==> src/rtl/mphase_pkg.sv <==
package mphase_pkg;

    localparam int PH_MAX = 4;
    localparam int CNT_W  = $clog2(PH_MAX + 1);
    localparam int SLOT_W = $clog2(PH_MAX);

    typedef enum logic [1:0] {
        SQ_IDLE   = 2'd0,
        SQ_DETECT = 2'd1,
        SQ_RUN    = 2'd2
    } seq_state_e;

    // sticky grounded indications gathered during the window
    typedef struct packed {
        logic ph3_gnd;
        logic ph4_gnd;
    } gnd_flags_t;

    typedef logic [PH_MAX-1:0] ph_vec_t;
    typedef logic [CNT_W-1:0]  ph_cnt_t;

    function automatic ph_cnt_t phases_from_flags(gnd_flags_t f);
        ph_cnt_t n;
        if (f.ph3_gnd)
            n = CNT_W'(2);
        else if (f.ph4_gnd)
            n = CNT_W'(3);
        else
            n = CNT_W'(PH_MAX);
        return n;
    endfunction

    function automatic ph_vec_t mask_from_count(ph_cnt_t n);
        ph_vec_t m;
        for (int i = 0; i < PH_MAX; i++)
            m[i] = (CNT_W'(i) < n);
        return m;
    endfunction

endpackage

==> src/rtl/mphase_detect.sv <==
module mphase_detect
    import mphase_pkg::*;
#(
    parameter int DET_CYCLES = 2
) (
    input  logic       clk,
    input  logic       rst,
    input  logic       en,
    input  logic       ph3_gnd_in,
    input  logic       ph4_gnd_in,
    output logic       run,
    output gnd_flags_t flags
);

    localparam int DW = (DET_CYCLES > 1) ? $clog2(DET_CYCLES) : 1;
    localparam logic [DW-1:0] LAST = DW'(DET_CYCLES - 1);

    seq_state_e      st_q;
    logic [DW-1:0]   win_q;
    gnd_flags_t      flg_q;

    always_ff @(posedge clk) begin
        if (rst || !en) begin
            st_q  <= SQ_IDLE;
            win_q <= '0;
            flg_q <= '0;
        end else begin
            unique case (st_q)
                SQ_IDLE: begin
                    st_q  <= SQ_DETECT;
                    win_q <= '0;
                    flg_q <= '0;
                end
                SQ_DETECT: begin
                    flg_q.ph3_gnd <= flg_q.ph3_gnd | ph3_gnd_in;
                    flg_q.ph4_gnd <= flg_q.ph4_gnd | ph4_gnd_in;
                    if (win_q == LAST)
                        st_q <= SQ_RUN;
                    else
                        win_q <= win_q + DW'(1);
                end
                SQ_RUN: begin
                    st_q <= SQ_RUN;
                end
                default: begin
                    st_q <= SQ_IDLE;
                end
            endcase
        end
    end

    assign run   = (st_q == SQ_RUN);
    assign flags = flg_q;

endmodule

==> src/rtl/mphase_slot.sv <==
module mphase_slot
    import mphase_pkg::*;
(
    input  logic    clk,
    input  logic    rst,
    input  logic    run,
    input  ph_cnt_t ph_cnt,
    input  ph_vec_t act_mask,
    output ph_vec_t set_vec
);

    logic [SLOT_W-1:0] slot_q;
    ph_cnt_t           last_full;
    logic [SLOT_W-1:0] last_slot;

    assign last_full = ph_cnt - CNT_W'(1);
    assign last_slot = last_full[SLOT_W-1:0];

    always_ff @(posedge clk) begin
        if (rst || !run)
            slot_q <= '0;
        else if (slot_q == last_slot)
            slot_q <= '0;
        else
            slot_q <= slot_q + SLOT_W'(1);
    end

    for (genvar g = 0; g < PH_MAX; g++) begin : g_set
        assign set_vec[g] = run && act_mask[g] && (slot_q == SLOT_W'(g));
    end

endmodule

==> src/rtl/mphase_cell.sv <==
module mphase_cell (
    input  logic clk,
    input  logic rst,
    input  logic clr,
    input  logic active,
    input  logic set_p,
    input  logic rst_req,
    output logic pwm
);

    logic q;

    always_ff @(posedge clk) begin
        if (rst || clr || !active)
            q <= 1'b0;
        else if (rst_req)
            q <= 1'b0;
        else if (set_p)
            q <= 1'b1;
    end

    assign pwm = q;

endmodule

==> src/rtl/mphase_seq.sv <==
module mphase_seq
    import mphase_pkg::*;
#(
    parameter int DET_CYCLES = 2
) (
    input  logic                   clk,
    input  logic                   rst,
    input  logic                   en,
    input  logic                   sense_ph3_gnd,
    input  logic                   sense_ph4_gnd,
    input  logic [PH_MAX-1:0]      ph_rst_req,
    output logic [PH_MAX-1:0]      pwm_o,
    output logic [CNT_W-1:0]       ph_cnt_o,
    output logic                   det_done_o
);

    logic       run;
    gnd_flags_t flags;
    ph_cnt_t    ph_cnt;
    ph_vec_t    act_mask;
    ph_vec_t    set_vec;

    mphase_detect #(.DET_CYCLES(DET_CYCLES)) u_detect (
        .clk        (clk),
        .rst        (rst),
        .en         (en),
        .ph3_gnd_in (sense_ph3_gnd),
        .ph4_gnd_in (sense_ph4_gnd),
        .run        (run),
        .flags      (flags)
    );

    assign ph_cnt   = run ? phases_from_flags(flags) : '0;
    assign act_mask = mask_from_count(ph_cnt);

    mphase_slot u_slot (
        .clk      (clk),
        .rst      (rst),
        .run      (run),
        .ph_cnt   (ph_cnt),
        .act_mask (act_mask),
        .set_vec  (set_vec)
    );

    for (genvar g = 0; g < PH_MAX; g++) begin : g_cell
        mphase_cell u_cell (
            .clk     (clk),
            .rst     (rst),
            .clr     (!en || !run),
            .active  (act_mask[g]),
            .set_p   (set_vec[g]),
            .rst_req (ph_rst_req[g]),
            .pwm     (pwm_o[g])
        );
    end

    assign ph_cnt_o   = ph_cnt;
    assign det_done_o = run;

endmodule

==> config.mk <==
export PLATFORM = sky130hd
export DESIGN_NAME = mphase_seq
export DESIGN_NICKNAME = d
export VERILOG_FILES = /design/src/rtl/mphase_pkg.sv /design/src/rtl/mphase_detect.sv /design/src/rtl/mphase_slot.sv /design/src/rtl/mphase_cell.sv /design/src/rtl/mphase_seq.sv
export SDC_FILE = /design/constraint.sdc
export NUM_CORES = 1
export LEC_CHECK = 0
export BUFFER_PORTS_ARGS = -buffer_cell sky130_fd_sc_hd__buf_2
export CAP_MARGIN = 40
export CORE_AREA = 2 2 39 41
export CTS_CLUSTER_DIAMETER = 100
export CTS_CLUSTER_SIZE = 40
export DETAILED_ROUTE_END_ITERATION = 10
export DIE_AREA = 0 0 41 43
export GPL_TIMING_DRIVEN = 0
export PLACE_DENSITY = 0.71
export SLEW_MARGIN = 20
export SYNTH_ARGS = -nofsm -noshare
export SYNTH_HDL_FRONTEND = slang
export SYNTH_HIERARCHICAL = 1
export SYNTH_SLANG_ARGS = --single-unit
==> constraint.sdc <==
create_clock -name clk -period 1.93 [get_ports clk]
set_input_delay 0.0965 -clock clk [delete_from_list [all_inputs] [get_ports clk]]
set_output_delay 0.0965 -clock clk [all_outputs]
set_load 0.01 [all_outputs]
# Word level (Yosys, flattened, before mapping)
# Index checks and enable logic that the tools add are counted.
[op_classes]
eq_ne = 7
n_lt_le_gt_ge = 4
n_addsub = 3
reduce_logical = 30
n_mux = 8
n_mul = 0
div_mod_pow = 0
bitwise_logic = 2
n_shift = 0
[op_table]
columns = ["operator", "count"]
rows = [
  ["$reduce_or A2 Y1", 5],
  ["$mux W3", 3],
  ["$logic_and A1 B1 Y1", 8],
  ["$logic_or A1 B1 Y1", 8],
  ["$eq A2 B2 Y1 const B", 3],
  ["$logic_not A1 Y1", 6],
  ["$lt A1 B3 Y1 const A", 2],
  ["$lt A2 B3 Y1 const A", 2],
  ["$pmux W2 S3", 1],
  ["$eq A2 B1 Y1 const B", 2],
  ["$logic_not A2 Y1", 2],
  ["$pmux W2 S2", 1],
  ["$add A2 B1 Y2 const B", 1],
  ["$eq A2 B2 Y1", 1],
  ["$mux W2", 1],
  ["$ne A2 B1 Y1 const B", 1],
  ["$or A1 B1 Y1", 2],
  ["$pmux W1 S2", 1],
  ["$reduce_bool A2 Y1", 1],
  ["$sub A2 B1 Y2 const B", 1],
  ["$add A1 B1 Y1 const B", 1],
  ["$mux W1", 1],
]
[word_totals]
in_bits = 9
ff_bits = 11
out_inout_bits = 8
latch_bits = 0
word_cells = 63
rom_bits = 0
ramBits = 0
n_memories = 0

# Depth between registers and ports, before layout
[depth]
ltp_word = 7
depth_mapped = 6
depth_no_buf = 6

# Modules after synthesis
# The synthesis kept the hierarchy.
[by_module_without_submodules]
columns = ["module", "seq_area_each_um2", "cells_each", "n_inst", "area_per_inst_um2"]
rows = [
  ["mphase_detect", 100.1, 24, 1, 229.0],
  ["mphase_slot", 40.0, 19, 1, 178.9],
  ["mphase_cell", 20.0, 3, 4, 42.5],
  ["mphase_seq", 0.0, 8, 1, 53.8],
]

# Worst setup path before layout
# OpenSTA, ideal clock, no wires.
[synth_timing]
path_type = "register to register"
start = "reg u_detect.st_q[0]"
end = "reg u_slot.slot_q[0]"
required_time_ps = 1827
period_less_slack_ps = 1521
n_path_buf = 0
t_arrival_ps = 1417
path_slack_ps = 409
setup_time_ps = 103
stages_incl_launch_ff = 6
cell_sequence = "dfxtp_1 > inv_1 > ha_1 > o21a_1 > xnor2_1 > a2111oi_2"
[synth_via]
elab_chain_cells = 5
word_cells_on_any_way = 7
cone_classes = "add/sub (1); eq/ne (2); mux (1); reduce/logical (3)"
[synth_rtl]
columns = ["item", "line_no", "source"]
rows = [
  ["start: declaration", "mphase_detect.sv:18", "seq_state_e st_q;"],
  ["start signal: assignment", "mphase_detect.sv:24", "st_q <= SQ_IDLE;"],
  ["start signal: assignment", "mphase_detect.sv:30", "st_q <= SQ_DETECT;"],
  ["start signal: assignment", "mphase_detect.sv:38", "st_q <= SQ_RUN;"],
  ["$eq A2 B2 Y1", "mphase_detect.sv:52", "assign run = (st_q == SQ_RUN);"],
  ["net det_done_o", "mphase_seq.sv:14", "output logic det_done_o"],
  ["$mux W3", "mphase_seq.sv:33", "assign ph_cnt = run ? phases_from_flags(flags) : '0;"],
  ["net ph_cnt_o[1]", "mphase_seq.sv:13", "output logic [CNT_W-1:0] ph_cnt_o,"],
  ["$sub A2 B1 Y2", "mphase_slot.sv:16", "assign last_full = ph_cnt - CNT_W'(1);"],
  ["$eq A2 B2 Y1", "mphase_slot.sv:22", "else if (slot_q == last_slot)"],
  ["$reduce_or A2 Y1 (no source line)", "-", ""],
  ["end signal: assignment", "mphase_slot.sv:25", "slot_q <= slot_q + SLOT_W'(1);"],
  ["end: declaration", "mphase_slot.sv:12", "logic [SLOT_W-1:0] slot_q;"],
]
# The timed path passes the listed nets, and every way through them passes these cells.
# A chain may end at the register's enable or synchronous reset.

# Worst setup path after layout
[layout_timing]
start = "reg u_detect.st_q[0]"
end = "out ph_cnt_o[2]"
[layout_via]
elab_chain_cells = 2
[layout_rtl]
columns = ["item", "line_no"]
rows = [
  ["$eq A2 B2 Y1", "mphase_detect.sv:52"],
  ["$mux W3", "mphase_seq.sv:33"],
  ["end: declaration", "mphase_seq.sv:13"],
]
# Every way passes these cells.

==> metrics.md <==
| Metric | Value |
|---|---|
| Largest net degree at the start of global routing | `15` |
| CP Class | `register to output port` |
| CTS buffer count | `3` |
| Cells after Synth | `63` |
| Worst-Skew Late Latency | `~0.26 ns` |
| Tmin final | `~1.7 ns` |
| Final WL | `approximately 1100 um` |
| Overall power | `roughly 0.44 mW` |
| Worst Setup End Kind | `output port` |
| Total number of vias | `about 490` |
| First-pass GRT wire length | `approximately 1900 um` |
| Critical Path Fanout Max | `14` |
| Cell Rows | `14` |
| Crit start category | `register` |
| Fin Clk Skew | `around 0.0009 ns` |
| Resized Gates After CTS | `0` |
| Switch Pwr | `around 0.11 mW` |
| Post-route insts no fill | `99` |
| Nets | `100` |
| Congestion Overflow GR | `0` |
| Global routing's busiest layer | `met2` |
| Max Freq | `around 0.6 GHz` |
| RSZ-0062 raised after global routing | `no` |
| M3 GR Usage | `under 10%` |
| Core Area | `approximately 1400 um^2` |
| Critical path arrival | `about 1.6 ns` |
| IO Pins | `17` |
| Crit Reg-Reg Endpoint | `u_slot/slot_q[0]$_SDFF_PP0_` |
| Yosys warns | `6` |
| CTS tree | `built` |
| Area after DPL | `approximately 730 um^2` |
| Routability Congestion | `0.6988` |
| Initial Util | `between 40% and 50%` |
| Die Ht | `43 um` |
| Sink Count | `11` |
| Simple-Gate Fraction of Synth Area | `between 20% and 30%` |
| Fillers | `roughly 130` |
| Slew @ Worst Pin | `between 0.3 and 0.4 ns` |
| Synth Area in XOR/XNOR | `1.386%` |
| Post-CTS Setup Bufs | `0` |
| Mapped Avg Cell Area | `~10 um^2` |
| Clock-pin slew on the worst setup and hold paths | `~0.070 ns` |
| Layout Area Growth over Synthesis | `20.00%` |
| Critical Path, Cell by Cell | `inv_1 -> ha_1 -> nor3b_2 -> buf_4 -> buf_2` |
| CP required | `between 1.5 and 2 ns` |
| Slowest CP cell | `ha_1` |
| R2R Path Start | `u_detect/st_q[0]$_SDFFE_PP0P_` |
| Final Hold Viols | `0` |
| Diode count | `0` |
| Worst min path class | `primary input to register` |
| Clock power frac | `a little over a third` |
| I/O Buffers | `16` |
| Die W | `41 um` |
| Drt pass-1 iters | `4` |
| Kind of cell with the highest combined delay on the critical path | `adder cells` |
| Final Cycle Share | `a little under 90%` |
| Internal Power | `between 0.3 and 0.4 mW` |
| Final Cell Area | `~760 um^2` |
| Wire per inst | `between 10 and 15 um` |
| Mapped Area | `631.9 um^2` |
| Setup WS post-layout | `0.2353 ns` |
| Slew margin rel. | `~75%` |
| Leakage power | `around 0.36 nW` |
| Post-DRT Antenna Nets | `0` |
| Status | `complete, no violations` |
| Hold slack | `roughly 0.077 ns` |
| Met1 Usage GRT | `19.16%` |
| DP HPWL | `~840 um` |
| Final Max Tran Viols | `0` |
| Hold Startpoint | `ph_rst_req[2]` |
| Hold Crit Depth | `3` |
| Most common cell after layout, fill and taps aside | `buf_2` |
| Setup tns final | `0 ns` |
| Synth Net Count | `79` |
| Fin util | `roughly 55%` |
| Peak supply drop | `0.0003253 V` |
| Hold_buf cts | `0` |
| Initial DRC count | `3` |
| Die footprint | `1763 um^2` |
| Hold Crit Endpoint | `g_cell[2].u_cell/pwm$_SDFFE_PP0P_` |
| Placed cells | `95` |
| Seq/Total Area, Yosys | `34.85%` |
| Slack of the worst reg-to-reg path | `between 0.3 and 0.4 ns` |
| Layout cell share with drive strength beyond 1 | `approximately a third` |
| Vias/cell | `4.919` |
| Antenna violations before repair | `0` |
| Synth Area in Compound Gates | `between 10 and 15%` |
| Number of global-route vias before repair | `459` |
| GRT Total Usage | `15.31%` |
| Met2 Use GR | `24.38%` |
| Slowest cell delay on critical path | `between 0.3 and 0.4 ns` |
| Sw Ratio | `24.56%` |
| R2R cell count | `5` |
| Most frequent cells in the layout | `16 x buf_2, 11 x dfxtp_1, 7 x ha_1` |
| Largest family of logic cells by synthesized area | `simple AND/OR/NAND/NOR gates` |
| H-tree Lvls | `1` |
| CTS Root Cell | `clkbuf_4` |
| Clock Tree Buf Depth | `2` |
| Worst path buffer plus inverter count | `3` |
| Number of synthesized register bits | `11` |
| Power per cell area | `between 500 and 600 nW/um^2` |
| Post-synthesis cell type count | `23` |
| DRC viols | `0` |
| Adder-cell share of the synthesized area | `about 14%` |
| Power share of the sequential group | `a little over half` |
| Combinational share of power | `11.5%` |
| Max-cap violation count | `0` |
| Post-place setup slack | `around 0.36 ns` |
| Setup Viol. Count Final | `0` |
| Mux cell area share after synthesis | `roughly 3.2%` |
[cells by family (layout without fill, tap and decap cells)]
logic type / Yosys count / after routing
flip-flops: 11 / 11
XOR/XNOR: 1 / 1
AND/OR/NAND/NOR: 24 / 24
AO/OA/AOI/OAI: 9 / 9
adder cells (fa/ha/maj): 7 / 7
buffers and inverters: 9 / 29
multiplexers: 2 / 2
[power by group through the flow]
stage               Combinational (mW)  Clock, mW  Sequential (mW)
floorplan                       0.0325          0            0.239
global placement                0.0496          0            0.240
detailed placement              0.0511          0            0.240
CTS                             0.0516      0.163            0.234
global route                    0.0578      0.172            0.235
finish                          0.0510      0.158            0.234
[cell usage after synthesis]
library cell  instances  area [um^2]
and3b_1               1        8.760
nor3_2                1        10.01
inv_1                 6        22.52
nand3b_1              1        7.510
nor4b_2               4        60.06
a2111oi_2             1        15.01
o21a_1                5        37.54
ha_1                  7        87.58
nand2_1               1        3.750
buf_4                 1        7.510
clkbuf_1              2        7.510
nor3_1                1        5.000
nor2b_1               1        6.260
and3_1                5        31.28
mux2i_1               2        20.02
nand2b_2              1        8.760
a21oi_1               1        5.000
a22oi_1               2        15.01
dfxtp_1              11        220.2
nand2b_1              2        12.51
nor3b_2               1        12.51
nor2_1                5        18.77
xnor2_1               1        8.760
[routing by layer]
metal  vias to the layer above  part of all wire [%]
li1                        257                     -
met1                       216                    45
met2                        12                    48
met3                         2                   5.5
met4                         0                   1.1
met5                         -                     0
[layout make-up]
cell class / instances / area [um^2] / share of cell area, %
flip-flops and latches: 11 / 220.2 / 29.04
well taps: 16 / 20.02 / 2.640
clock buffers: 4 / 26.28 / 3.465
plain buffers: 3 / 15.01 / 1.980
inverters: 6 / 22.52 / 2.970
multi-input cells: 43 / 374.1 / 49.34
repair buffers: 16 / 80.08 / 10.56
[worst register-to-register path, delay by kind of cell, from the launching register on]
kind,cells,cell delay (ns)
adder cells (fa/ha/maj),1,0.38
flip-flops,1,0.33
buffers and inverters,1,0.08
XOR/XNOR,1,0.12
AO/OA/AOI/OAI,2,0.58
[registers in the layout, indices dropped and copies added, names as in the netlist]
name               count
u_detect/st_q          2
g_cell.u_cell/pwm      4
u_detect/win_q         1
u_detect/flags         2
u_slot/slot_q          2
[how the worst max path moves through the flow]
| stage | from | endpoint | slack [ns] | depth (start not counted) |
|---|---|---|---|---|
| 3_5_place_dp | u_detect/st_q[0]$_SDFFE_PP0P_ | u_slot/slot_q[1]$_SDFF_PP0_ | 0.36 | 6 |
| 2_1_floorplan | u_detect/st_q[0]$_SDFFE_PP0P_ | u_slot/slot_q[0]$_SDFF_PP0_ | 0.41 | 5 |
| 3_3_place_gp | u_detect/st_q[0]$_SDFFE_PP0P_ | u_slot/slot_q[0]$_SDFF_PP0_ | 0.39 | 5 |
| 5_1_grt | u_detect/st_q[0]$_SDFFE_PP0P_ | ph_cnt_o[2] | 0.08 | 5 |
| 6_report | u_detect/st_q[0]$_SDFFE_PP0P_ | ph_cnt_o[2] | 0.24 | 5 |
| 4_1_cts | u_detect/st_q[0]$_SDFFE_PP0P_ | ph_cnt_o[2] | 0.22 | 5 |
(Power assumes the default switching activity.)
